===== src/rtl/rtm_pkg.sv =====
package rtm_pkg;

   localparam int unsigned ADDR_W  = 2;
   localparam int unsigned SEL_W   = 3;
   localparam int unsigned SHIFT_W = 3;

   // Control word bit positions
   localparam int unsigned CB_EN   = 0;
   localparam int unsigned CB_TRIG = 1;
   localparam int unsigned CB_IEN  = 2;
   localparam int unsigned CB_FLAG = 3;
   localparam int unsigned CB_OEN  = 4;
   localparam int unsigned CB_SEL  = 5;

   typedef enum logic [ADDR_W-1:0] {
      RA_CTRL   = 2'd0,
      RA_RELOAD = 2'd1,
      RA_COUNT  = 2'd2
   } rtm_addr_e;

   typedef struct packed {
      logic [SEL_W-1:0] sel;
      logic             oen;
      logic             ien;
      logic             en;
   } rtm_ctrl_t;

   // Maps the non-linear select code to log2 of the divide ratio.
   function automatic logic [SHIFT_W-1:0] code_to_shift(input logic [SEL_W-1:0] code);
      logic [SHIFT_W-1:0] sh;
      case (code)
         3'd4:    sh = 3'd1;
         3'd0:    sh = 3'd2;
         3'd5:    sh = 3'd3;
         3'd1:    sh = 3'd4;
         3'd6:    sh = 3'd5;
         3'd2:    sh = 3'd6;
         default: sh = 3'd1;
      endcase
      return sh;
   endfunction

endpackage


===== src/rtl/rtm_prescaler.sv =====
module rtm_prescaler
   import rtm_pkg::*;
#(
   parameter int unsigned MAX_SHIFT = 6
)(
   input  logic               clk,
   input  logic               rst_n,
   input  logic               en,
   input  logic               restart,
   input  logic [SHIFT_W-1:0] shift,
   output logic               tick
);

   localparam int unsigned NTAP = 2 ** SHIFT_W;

   logic [MAX_SHIFT-1:0] pcnt;
   logic [NTAP-1:0]      tap;

   always_ff @(posedge clk or negedge rst_n) begin
      if (!rst_n)       pcnt <= '0;
      else if (restart) pcnt <= '0;
      else if (!en)     pcnt <= '0;
      else              pcnt <= pcnt + 1'b1;
   end

   assign tap[0] = 1'b1;
   for (genvar s = 1; s < NTAP; s++) begin : g_tap
      if (s <= MAX_SHIFT) begin : g_real
         assign tap[s] = &pcnt[s-1:0];
      end else begin : g_clip
         assign tap[s] = &pcnt;
      end
   end

   assign tick = en & tap[shift];

endmodule


===== src/rtl/rtm_down_counter.sv =====
module rtm_down_counter #(
   parameter int unsigned CNT_W = 16
)(
   input  logic             clk,
   input  logic             rst_n,
   input  logic             en,
   input  logic             trig,
   input  logic             tick,
   input  logic [CNT_W-1:0] reload_val,
   output logic [CNT_W-1:0] count,
   output logic             running,
   output logic             load_pend,
   output logic             uflow
);

   logic at_zero;
   assign at_zero = (count == '0);
   assign uflow   = en & tick & running & ~load_pend & at_zero;

   always_ff @(posedge clk or negedge rst_n) begin
      if (!rst_n)                 load_pend <= 1'b0;
      else if (trig)              load_pend <= 1'b1;
      else if (!en)               load_pend <= 1'b0;
      else if (tick && load_pend) load_pend <= 1'b0;
   end

   always_ff @(posedge clk or negedge rst_n) begin
      if (!rst_n)                 running <= 1'b0;
      else if (!en)               running <= 1'b0;
      else if (tick && load_pend) running <= 1'b1;
   end

   always_ff @(posedge clk or negedge rst_n) begin
      if (!rst_n) begin
         count <= '0;
      end else if (en && tick) begin
         if (load_pend)    count <= reload_val;
         else if (running) count <= at_zero ? reload_val : count - 1'b1;
      end
   end

endmodule


===== src/rtl/rtm_ctrl_regs.sv =====
module rtm_ctrl_regs
   import rtm_pkg::*;
#(
   parameter int unsigned CNT_W = 16
)(
   input  logic              clk,
   input  logic              rst_n,
   input  logic              reg_wr,
   input  logic [ADDR_W-1:0] reg_addr,
   input  logic [CNT_W-1:0]  reg_wdata,
   input  logic              uflow,
   input  logic              dma_ack,
   input  logic [CNT_W-1:0]  count,
   output rtm_ctrl_t         ctrl,
   output logic              flag,
   output logic              trig,
   output logic [CNT_W-1:0]  reload,
   output logic [CNT_W-1:0]  rdata
);

   logic wr_ctrl, wr_reload;
   assign wr_ctrl   = reg_wr && (reg_addr == RA_CTRL);
   assign wr_reload = reg_wr && (reg_addr == RA_RELOAD);

   // A start request only counts when the same write leaves the timer enabled.
   assign trig = wr_ctrl && reg_wdata[CB_TRIG] && reg_wdata[CB_EN];

   always_ff @(posedge clk or negedge rst_n) begin
      if (!rst_n) begin
         ctrl <= '0;
      end else if (wr_ctrl) begin
         ctrl.en  <= reg_wdata[CB_EN];
         ctrl.ien <= reg_wdata[CB_IEN];
         ctrl.oen <= reg_wdata[CB_OEN];
         ctrl.sel <= reg_wdata[CB_SEL +: SEL_W];
      end
   end

   always_ff @(posedge clk or negedge rst_n) begin
      if (!rst_n)         reload <= '0;
      else if (wr_reload) reload <= reg_wdata;
   end

   // Set has priority over both clear sources so no expiry is lost.
   always_ff @(posedge clk or negedge rst_n) begin
      if (!rst_n)                                flag <= 1'b0;
      else if (uflow)                            flag <= 1'b1;
      else if (dma_ack)                          flag <= 1'b0;
      else if (wr_ctrl && !reg_wdata[CB_FLAG])   flag <= 1'b0;
   end

   always_comb begin
      rdata = '0;
      case (reg_addr)
         RA_CTRL: begin
            rdata[CB_EN]              = ctrl.en;
            rdata[CB_IEN]             = ctrl.ien;
            rdata[CB_FLAG]            = flag;
            rdata[CB_OEN]             = ctrl.oen;
            rdata[CB_SEL +: SEL_W]    = ctrl.sel;
         end
         RA_RELOAD: rdata = reload;
         RA_COUNT:  rdata = count;
         default:   rdata = '0;
      endcase
   end

endmodule


===== src/rtl/rtm_out_stage.sv =====
module rtm_out_stage #(
   parameter bit TOUT_IDLE = 1'b0
)(
   input  logic clk,
   input  logic rst_n,
   input  logic uflow,
   input  logic oen,
   input  logic ien,
   input  logic flag,
   output logic tog,
   output logic irq,
   output logic tout
);

   always_ff @(posedge clk or negedge rst_n) begin
      if (!rst_n)     tog <= 1'b0;
      else if (uflow) tog <= ~tog;
   end

   assign irq  = flag & ien;
   assign tout = oen ? tog : TOUT_IDLE;

endmodule


===== src/rtl/reload_tick_timer.sv =====
module reload_tick_timer
   import rtm_pkg::*;
#(
   parameter int unsigned CNT_W     = 16,
   parameter int unsigned MAX_SHIFT = 6
)(
   input  logic              clk,
   input  logic              rst_n,
   input  logic              reg_wr,
   input  logic [ADDR_W-1:0] reg_addr,
   input  logic [CNT_W-1:0]  reg_wdata,
   output logic [CNT_W-1:0]  reg_rdata,
   input  logic              dma_ack,
   output logic              irq,
   output logic              tout
);

   localparam int unsigned CTRL_BITS = CB_SEL + SEL_W;

   if (CNT_W < CTRL_BITS || CNT_W > 32) begin : g_bad_width
      $error("reload_tick_timer: CNT_W must lie in 8..32");
   end
   if (MAX_SHIFT < 6) begin : g_bad_shift
      $error("reload_tick_timer: MAX_SHIFT must cover a divide by 64");
   end

   rtm_ctrl_t        ctrl;
   logic             flag, trig, tick, uflow, running, load_pend, tog;
   logic [CNT_W-1:0] reload, count;

   rtm_ctrl_regs #(.CNT_W(CNT_W)) i_regs (
      .clk(clk), .rst_n(rst_n), .reg_wr(reg_wr), .reg_addr(reg_addr),
      .reg_wdata(reg_wdata), .uflow(uflow), .dma_ack(dma_ack), .count(count),
      .ctrl(ctrl), .flag(flag), .trig(trig), .reload(reload), .rdata(reg_rdata)
   );

   rtm_prescaler #(.MAX_SHIFT(MAX_SHIFT)) i_pre (
      .clk(clk), .rst_n(rst_n), .en(ctrl.en), .restart(trig),
      .shift(code_to_shift(ctrl.sel)), .tick(tick)
   );

   rtm_down_counter #(.CNT_W(CNT_W)) i_cnt (
      .clk(clk), .rst_n(rst_n), .en(ctrl.en), .trig(trig), .tick(tick),
      .reload_val(reload), .count(count), .running(running),
      .load_pend(load_pend), .uflow(uflow)
   );

   rtm_out_stage #(.TOUT_IDLE(1'b0)) i_out (
      .clk(clk), .rst_n(rst_n), .uflow(uflow), .oen(ctrl.oen), .ien(ctrl.ien),
      .flag(flag), .tog(tog), .irq(irq), .tout(tout)
   );

endmodule


===== config.mk =====
export PLATFORM = sky130hd
export DESIGN_NAME = reload_tick_timer
export DESIGN_NICKNAME = d
export VERILOG_FILES = /design/src/rtl/rtm_pkg.sv /design/src/rtl/rtm_prescaler.sv /design/src/rtl/rtm_down_counter.sv /design/src/rtl/rtm_ctrl_regs.sv /design/src/rtl/rtm_out_stage.sv /design/src/rtl/reload_tick_timer.sv
export SDC_FILE = /design/constraint.sdc
export NUM_CORES = 1
export LEC_CHECK = 0
export BUFFER_PORTS_ARGS = -buffer_cell sky130_fd_sc_hd__buf_2
export CAP_MARGIN = 20
export CORE_MARGIN = 2
export CORE_UTILIZATION = 45
export CTS_CLUSTER_SIZE = 40
export DETAILED_ROUTE_END_ITERATION = 10
export PLACE_DENSITY_LB_ADDON = 0.05
export SLEW_MARGIN = 20
export SYNTH_ARGS = -nofsm -noshare
export SYNTH_HDL_FRONTEND = slang
export SYNTH_SLANG_ARGS = --single-unit
export TNS_END_PERCENT = 20

===== constraint.sdc =====
create_clock -name clk -period 2.3 [get_ports clk]
set_clock_uncertainty 0.15 [all_clocks]
set_input_delay 0.46 -clock clk [delete_from_list [all_inputs] [get_ports clk]]
set_output_delay 0.46 -clock clk [all_outputs]
set_load 0.005 [all_outputs]

==> flow_summary.rst, run 1 <==
.. list-table::
   :header-rows: 1

   * - Metric
     - Value
   * - Antenna violations before repair
     - 0
   * - Critical path type
     - flop to flop
   * - Routed Wire Length
     - about 7200 um
   * - Most frequent standard cell in the layout excluding fill and tap cells
     - dfrtp_1
   * - Hold buffer count at CTS
     - 0
   * - WHS
     - -0.00245 ns
   * - Cells after synthesis
     - roughly 290
   * - R2R depth
     - 9
   * - Initial core utilization
     - 46.2%
   * - Yosys warning count
     - 0
   * - Die Height
     - ~84 um
   * - Half-perimeter wire length after detailed placement
     - ~5400 um
   * - Syn nets
     - 325
   * - Power per standard cell area
     - approximately 1000 nW/um2
   * - Maximum number of pins on one net before global-route repair
     - 27
   * - Relative max-transition margin
     - between 60% and 70%
   * - Static Leak
     - between 1.5 and 2 nW
   * - Number of antenna-violating nets in the routed design
     - 0
   * - Root cell of the clock tree
     - clkbuf_8
   * - Fin area
     - 3710 um2
   * - Final-report hold violation count
     - 2
   * - Crit-path cells
     - inv_2 > ha_4 > mux2_2 > a21oi_2 > buf_4 > a2111oi_4 > a41oi_4 > and2_4 > mux2_4
   * - Area fraction in compound gates after synthesis
     - 19.9%
   * - Number of placement rows
     - 29
   * - Count of different cell masters after synthesis
     - ~50
   * - Routed via count divided by cell count
     - ~5.5
   * - Simple-gate share of the synthesized area
     - 17.9%
   * - Deepest level of the CTS H-tree
     - 2
   * - Total number of vias
     - around 2500
   * - Cell Area, Placed
     - approximately 3500 um2
   * - Total congestion overflow
     - 0
   * - Kind of end point of the critical path
     - flop
   * - Startpoint kind of the worst setup timing path
     - flop
   * - Transition time of the tightest slew-check pin
     - about 0.58 ns
   * - Period utilization
     - a little over nine tenths
   * - Setup repair after global routing missed its margin
     - true
   * - Mux share of post-synthesis cell area
     - under 10%
   * - Longest Clk Path Bufs
     - 2
   * - Failing checks
     - hold timing
   * - Horiz. Die Dim
     - roughly 84 um
   * - Post-route worst setup slack
     - roughly 0.047 ns
   * - Average detailed-routed wire length per instance
     - 16.1 um
   * - CP peak stage delay
     - 0.42 ns
   * - R2r startpoint
     - i_regs.ctrl[3]$_DFFE_PN0P_
   * - Final setup fails
     - 0
   * - Global-route wire length before repair
     - approximately 12000 um
   * - Port Buffer Count
     - 39
   * - Die area
     - between 7000 and 8000 um2
   * - Num Clock Sinks
     - 48
   * - Bufs and invs on worst path
     - 2
   * - Global-route usage over all layers
     - just over 20%
   * - Outcome
     - finished with violations
   * - Count of unresolved DRC violations after routing
     - 0
   * - Main combinational cell family by area after synthesis
     - compound AO/OA/AOI/OAI gates
   * - Reg2Reg Setup Slack
     - 0.05 ns
   * - First DRT Iteration DRCs
     - approximately 200
   * - Mapped Area
     - around 3000 um2
   * - DP Worst Slack
     - -0.0230 ns
   * - Register area share after synthesis
     - between 40 and 50%
   * - Maximum fanout along the worst path
     - 4
   * - Layout Nets
     - 405
   * - Cell at the slowest stage of the critical path
     - dfrtp_1
   * - Highest clock frequency the design can meet
     - 444 MHz
   * - TritonCTS clock tree
     - done
   * - Area inside the core boundary
     - 6310 um2
   * - Tmin final
     - ~2.3 ns
   * - Max capacitance violation total
     - 0
   * - First drt pass iteration count
     - 5
   * - Fraction of final layout cells sized beyond drive strength 1
     - 38.9%
   * - Adder-cell area share of the yosys netlist
     - 6.01%
   * - Final Max Tran Viols
     - 0
   * - Avg Cell Area, Syn
     - ~10 um2
   * - Summed negative setup slack over all endpoints
     - 0 ns
   * - Number of inserted diodes
     - 0
   * - Post-Synth XOR/XNOR Area
     - less than 1%
   * - Final core area utilization
     - slightly below 60%
   * - Final estimated routing congestion in global placement
     - about 0.82
   * - Worst hold-check path type
     - input port to async pin
   * - Vias in the first global route
     - around 2400
   * - Ports
     - 40
   * - Clock slew at reported path FFs
     - 0.09 ns
   * - Arrival time at the worst endpoint
     - between 2 and 2.5 ns
   * - Clock latency on the worst-skew pair
     - 0.30 ns
   * - Commonest cells after routing, fill and taps aside
     - dfrtp_1 (47), buf_4 (44), buf_2 (39)
   * - Inserted Clock Buffers
     - 5
   * - Worst ir drop on vdd
     - about 0.00045 V
   * - Area growth from synthesis to final layout
     - 27.3%
   * - Yosys reg bits
     - 48
   * - Kind of cell with the highest combined delay on the critical path
     - multiplexers
   * - Endpoint required time on the critical path
     - between 2 and 2.5 ns
   * - Capture point of the worst reg-to-reg path
     - i_cnt.count[1]$_DFFE_PN0P_
==> metrics by stage <==
stage | power [W] | std cells
3_5_place_dp | 0.00290 | 429
4_1_cts | 0.00353 | 437
3_3_place_gp | 0.00289 | 429
5_1_grt | 0.00399 | 447
6_report | 0.00372 | 447
2_1_floorplan | 0.00226 | 289
==> power by group <==
part | total [W] | internal [W] | switching [W]
sequential | 0.00124 | 0.00105 | 0.000189
clock | 0.000615 | 0.000322 | 0.000293
combinational | 0.00186 | 0.000970 | 0.000895
==> cell usage after synthesis (all sizes together) <==
| cell type | number | area, um2 |
|---|---|---|
| a2111oi | 1 | 27.5 |
| a21o | 1 | 7.51 |
| and2 | 4 | 25.0 |
| a41oi | 1 | 27.5 |
| a22o | 2 | 17.5 |
| o211a | 1 | 10.0 |
| xor2 | 1 | 8.76 |
| a31oi | 14 | 87.6 |
| xnor2 | 2 | 17.5 |
| nand4b | 2 | 17.5 |
| o21a | 2 | 15.0 |
| dfrtp | 48 | 1200 |
| inv | 10 | 37.5 |
| ha | 14 | 175 |
| clkbuf | 8 | 30.0 |
| nand2b | 3 | 18.8 |
| a22oi | 9 | 67.6 |
| or3b | 1 | 8.76 |
| o41ai | 2 | 17.5 |
| nor2b | 12 | 77.6 |
| and3 | 3 | 18.8 |
| nand4 | 3 | 18.8 |
| or2b | 3 | 22.5 |
| o31ai | 2 | 15.0 |
| nor3 | 3 | 15.0 |
| buf | 8 | 67.6 |
| o32ai | 1 | 8.76 |
| nand2 | 13 | 48.8 |
| a21oi | 17 | 96.4 |
| and4b | 1 | 10.0 |
| o22a | 1 | 8.76 |
| nand3b | 1 | 7.51 |
| and4bb | 1 | 12.5 |
| mux2 | 24 | 274 |
| o22ai | 2 | 12.5 |
| nand3 | 13 | 65.1 |
| a222oi | 7 | 70.1 |
| nor4 | 2 | 27.5 |
| o21ai | 18 | 90.1 |
| nor2 | 23 | 86.3 |
| or4 | 3 | 30.0 |
| or2 | 2 | 12.5 |
==> cell families (layout without fill, tap and decap cells) <==
| logic type | Yosys count | count (layout) |
|---|---|---|
| adder cells (fa/ha/maj) | 14 | 14 |
| buffers and inverters | 26 | 107 |
| multiplexers | 24 | 24 |
| XOR/XNOR | 3 | 3 |
| AO/OA/AOI/OAI | 81 | 81 |
| AND/OR/NAND/NOR | 93 | 93 |
| flip-flops | 48 | 48 |
==> repair_timing <==
| action | 4_1_cts | 5_1_grt |
|---|---|---|
| pin swaps | 0 | 6 |
| setup endpoints to repair | 14 | 19 |
| resized for setup | 2 | 14 |
| buffers inserted | 0 | 10 |
==> routing by layer <==
layer,up-vias,routed length (um),track usage [%],share of wire (%)
li1,1229,-,-,-
met1,1175,3310,27.1,46
met2,53,3540,35.1,49
met3,7,292,3.93,4.1
met4,0,64,4.76,0.89
met5,-,0,0,0
==> worst max-delay path by stage <==
| stage | startpoint | to | slack [ns] | cells after the start |
|---|---|---|---|---|
| after global routing | i_regs.ctrl[3]$_DFFE_PN0P_ | i_cnt.count[1]$_DFFE_PN0P_ | -0.06 | 9 |
| after detailed placement | i_regs.ctrl[4]$_DFFE_PN0P_ | i_cnt.running$_DFFE_PN0P_ | -0.02 | 9 |
| after floorplan | i_regs.ctrl[3]$_DFFE_PN0P_ | i_cnt.count[1]$_DFFE_PN0P_ | -0.02 | 9 |
| final | i_regs.ctrl[3]$_DFFE_PN0P_ | i_cnt.count[1]$_DFFE_PN0P_ | 0.05 | 9 |
| after global placement | i_regs.ctrl[4]$_DFFE_PN0P_ | i_cnt.count[1]$_DFFE_PN0P_ | 0.02 | 8 |
| after CTS | i_regs.ctrl[3]$_DFFE_PN0P_ | i_cnt.count[10]$_DFFE_PN0P_ | -0.003 | 9 |
==> registers in the layout (all words and copies together) (netlist names) <==
register,flops
i_cnt.count,16
i_regs.reload,16
i_pre.pcnt,6
i_regs.ctrl,6
i_cnt.load_pend,1
i_cnt.running,1
i_out.tog,1
i_regs.flag,1
==> cell type report <==
cell class / instances / area (um2)
multi-input combinational: 215 / 1650
clock buffer: 5 / 68.8
fill: 571 / 2600
inverter: 10 / 37.5
timing repair buffer: 89 / 614
sequential: 48 / 1200
tap: 77 / 96.3
clock inverter: 3 / 42.5
(Power assumes the default switching activity.)
==> run 2: changes to the inputs <==
--- a/config.mk
+++ b/config.mk
@@ -8,7 +8,7 @@
 export BUFFER_PORTS_ARGS = -buffer_cell sky130_fd_sc_hd__buf_2
 export CAP_MARGIN = 20
 export CORE_MARGIN = 2
-export CORE_UTILIZATION = 45
+export CORE_UTILIZATION = 52
 export CTS_CLUSTER_SIZE = 40
 export DETAILED_ROUTE_END_ITERATION = 10
 export PLACE_DENSITY_LB_ADDON = 0.05
==> flow_summary.rst, run 2 (same netlist as run 1, synthesis figures left out) <==
.. list-table::
   :header-rows: 1

   * - Metric
     - Value
   * - Critical path type
     - flop to flop
   * - Fin area
     - 3560 um2 (-3.9%)
   * - Global-route usage over all layers
     - 24.2% (+3.6 points)
   * - Commonest cells after routing, fill and taps aside
     - dfrtp_1 (47), buf_2 (39), buf_4 (35)
   * - Horiz. Die Dim
     - 78.9 um (-6.6%)
   * - Worst Hold Depth
     - 2
   * - Most frequent standard cell in the layout excluding fill and tap cells
     - dfrtp_1
   * - Count of unresolved DRC violations after routing
     - 0 (unchanged)
   * - Reg2Reg Setup Slack
     - 0.005 ns (-0.04 ns)
   * - R2R depth
     - 9 (unchanged)
   * - Final setup fails
     - 0 (unchanged)
   * - Relative max-transition margin
     - 72.3% (+11 points)
   * - Largest regs
     - i_cnt.count: 16 flops, i_regs.reload: 16 flops
   * - Die area
     - 6220 um2 (-13%)
   * - Global-route wire length before repair
     - 11900 um (+1.2%)
   * - Final estimated routing congestion in global placement
     - 0.883 (+7.1%)
   * - Cell at the slowest stage of the critical path
     - dfrtp_2
   * - Deepest level of the CTS H-tree
     - 2 (unchanged)
   * - Number of inserted diodes
     - 0 (unchanged)
   * - Antenna violations before repair
     - 0 (unchanged)
   * - Crit-path cells
     - inv_4 > ha_2 > mux2_2 > a21oi_2 > buf_4 > a2111oi_4 > a41oi_4 > and2_4 > mux2_4
   * - Max capacitance violation total
     - 0 (unchanged)
   * - Clock latency on the worst-skew pair
     - 0.30 ns (about the same)
   * - Kind of end point of the critical path
     - flop
   * - Vias in the first global route
     - 2445 (+3.1%)
   * - Power Total
     - 0.00347 W (-6.7%)
   * - Root cell of the clock tree
     - clkbuf_8
   * - Number of placement rows
     - 27 (-6.9%)
   * - Static Leak
     - 1.69 nW (-4.1%)
   * - First drt pass iteration count
     - 5 (unchanged)
   * - First DRT Iteration DRCs
     - 173 (-16%)
   * - Outcome
     - completed
   * - Area growth from synthesis to final layout
     - 22.3%
   * - Longest Clk Path Bufs
     - 2 (unchanged)
   * - Hold endpoint
     - i_regs.reload[9]$_DFFE_PN0P_
   * - Clock slew at reported path FFs
     - 0.09 ns (about the same)
   * - Die Height
     - 78.9 um (-6.6%)
   * - Port Buffer Count
     - 39 (unchanged)
   * - Tmin final
     - 2.30 ns (+0.0426 ns)
   * - Total congestion overflow
     - 0 (unchanged)
   * - Area inside the core boundary
     - 5470 um2 (-13%)
   * - Setup repair after global routing missed its margin
     - true
   * - Initial core utilization
     - 53.2% (+7.1 points)
   * - Inserted Clock Buffers
     - 5 (unchanged)
   * - Fraction of final layout cells sized beyond drive strength 1
     - 36.8% (-2.2 points)
   * - Endpoint required time on the critical path
     - 2.34 ns (about the same)
   * - Cell Area, Placed
     - 3390 um2 (-1.8%)
   * - CP peak stage delay
     - 0.45 ns (+0.03 ns)
   * - Number of antenna-violating nets in the routed design
     - 0 (unchanged)
   * - Startpoint kind of the worst setup timing path
     - flop
   * - Highest clock frequency the design can meet
     - 436 MHz (-1.9%)
   * - Arrival time at the worst endpoint
     - 2.33 ns (+0.03 ns)
   * - TritonCTS clock tree
     - done
   * - Worst Hold Launch
     - reg_wdata[9]
   * - Power per standard cell area
     - 973 nW/um2 (-2.9%)
   * - Maximum number of pins on one net before global-route repair
     - 19 (-30%)
   * - Worst ir drop on vdd
     - 0.000633 V (+39%)
   * - Num Clock Sinks
     - 48 (unchanged)
   * - Ports
     - 40 (unchanged)
   * - Total number of vias
     - 2499 (+1.4%)
   * - Routed Wire Length
     - 7120 um (-1.2%)
   * - Half-perimeter wire length after detailed placement
     - 5340 um (-1.1%)
   * - Capture point of the worst reg-to-reg path
     - i_cnt.count[1]$_DFFE_PN0P_
   * - Final Max Tran Viols
     - 0 (unchanged)
   * - Average detailed-routed wire length per instance
     - 16.5 um (+2.5%)
   * - Final-report hold violation count
     - 0 (-2)
   * - R2r startpoint
     - i_regs.ctrl[4]$_DFFE_PN0P_
   * - Maximum fanout along the worst path
     - 4 (unchanged)
   * - Layout Nets
     - 394 (-2.7%)
   * - Worst hold-check path type
     - input port to flop
   * - Transition time of the tightest slew-check pin
     - 0.416 ns (-0.167 ns)
   * - Period utilization
     - 99.8% (+1.9 points)
   * - Routed via count divided by cell count
     - 5.80 (+5.2%)
==> run 2: layout make-up <==
type	count	area [um2]
clock buffers	6	82.6
fillers	486	1910
well taps	72	90.1
inverters	10	40.0
clock inverters	2	10.0
flip-flops and latches	48	1200
multi-input cells	215	1640
repair buffers	78	502
==> run 2: how the worst max path moves through the flow <==
stage / startpoint / endpoint / slack (ns) / depth (start not counted)
finish: i_regs.ctrl[4]$_DFFE_PN0P_ / i_cnt.count[1]$_DFFE_PN0P_ / 0.005 / 9
global route: i_regs.ctrl[4]$_DFFE_PN0P_ / i_cnt.count[1]$_DFFE_PN0P_ / -0.08 / 9
CTS: i_regs.ctrl[4]$_DFFE_PN0P_ / i_cnt.running$_DFFE_PN0P_ / 0.008 / 9
detailed placement: i_regs.ctrl[4]$_DFFE_PN0P_ / i_cnt.count[14]$_DFFE_PN0P_ / -0.01 / 9
global placement: i_regs.ctrl[3]$_DFFE_PN0P_ / i_cnt.count[14]$_DFFE_PN0P_ / 0.06 / 9
floorplan: i_regs.ctrl[3]$_DFFE_PN0P_ / i_cnt.count[1]$_DFFE_PN0P_ / -0.02 / 9
==> run 2: critical path: cells and delay by family (launching register included) <==
kind / cells / cell delay [ns]
flip-flops: 1 / 0.45
adder cells (fa/ha/maj): 1 / 0.18
AO/OA/AOI/OAI: 3 / 0.42
multiplexers: 2 / 0.56
AND/OR/NAND/NOR: 1 / 0.21
buffers and inverters: 2 / 0.20
==> run 2: metal layers <==
metal	up-vias	wire length (um)	global-route usage, %
li1	1211	-	-
met1	1222	3360	33.9
met2	62	3450	39.6
met3	4	252	4.20
met4	0	49	5.00
met5	-	0	0
==> run 2: repair_timing <==
item / CTS / global route
resized for setup: 2 / 12
setup endpoints to repair: 5 / 21
hold buffers: 1 / 0
hold endpoints to repair: 14 / 0
pin swaps: 0 / 6
buffers inserted: 0 / 2
==> run 2: report_power, final <==
part | leakage (nW) | internal, W | total (W) | switching, W
Combinational | 1.04 | 0.000838 | 0.00170 | 0.000860
Sequential | 0.606 | 0.00105 | 0.00125 | 0.000198
Clock | 0.0510 | 0.000241 | 0.000523 | 0.000282
Total | 1.69 | 0.00213 | 0.00347 | 0.00134
==> run 2: through the flow <==
stage	instances	hold WS (ns)	setup slack [ns]	util (%)	TNS (ns)
finish	431	0.240	0.00473	65.1	0
detailed placement	420	0.234	-0.0106	62.0	-0.0121
CTS	429	0.235	0.00803	64.0	0
global route	431	0.234	-0.0782	65.1	-0.804
global placement	420	0.230	0.0634	62.0	0
floorplan	289	0.0144	-0.0156	-	-0.0156
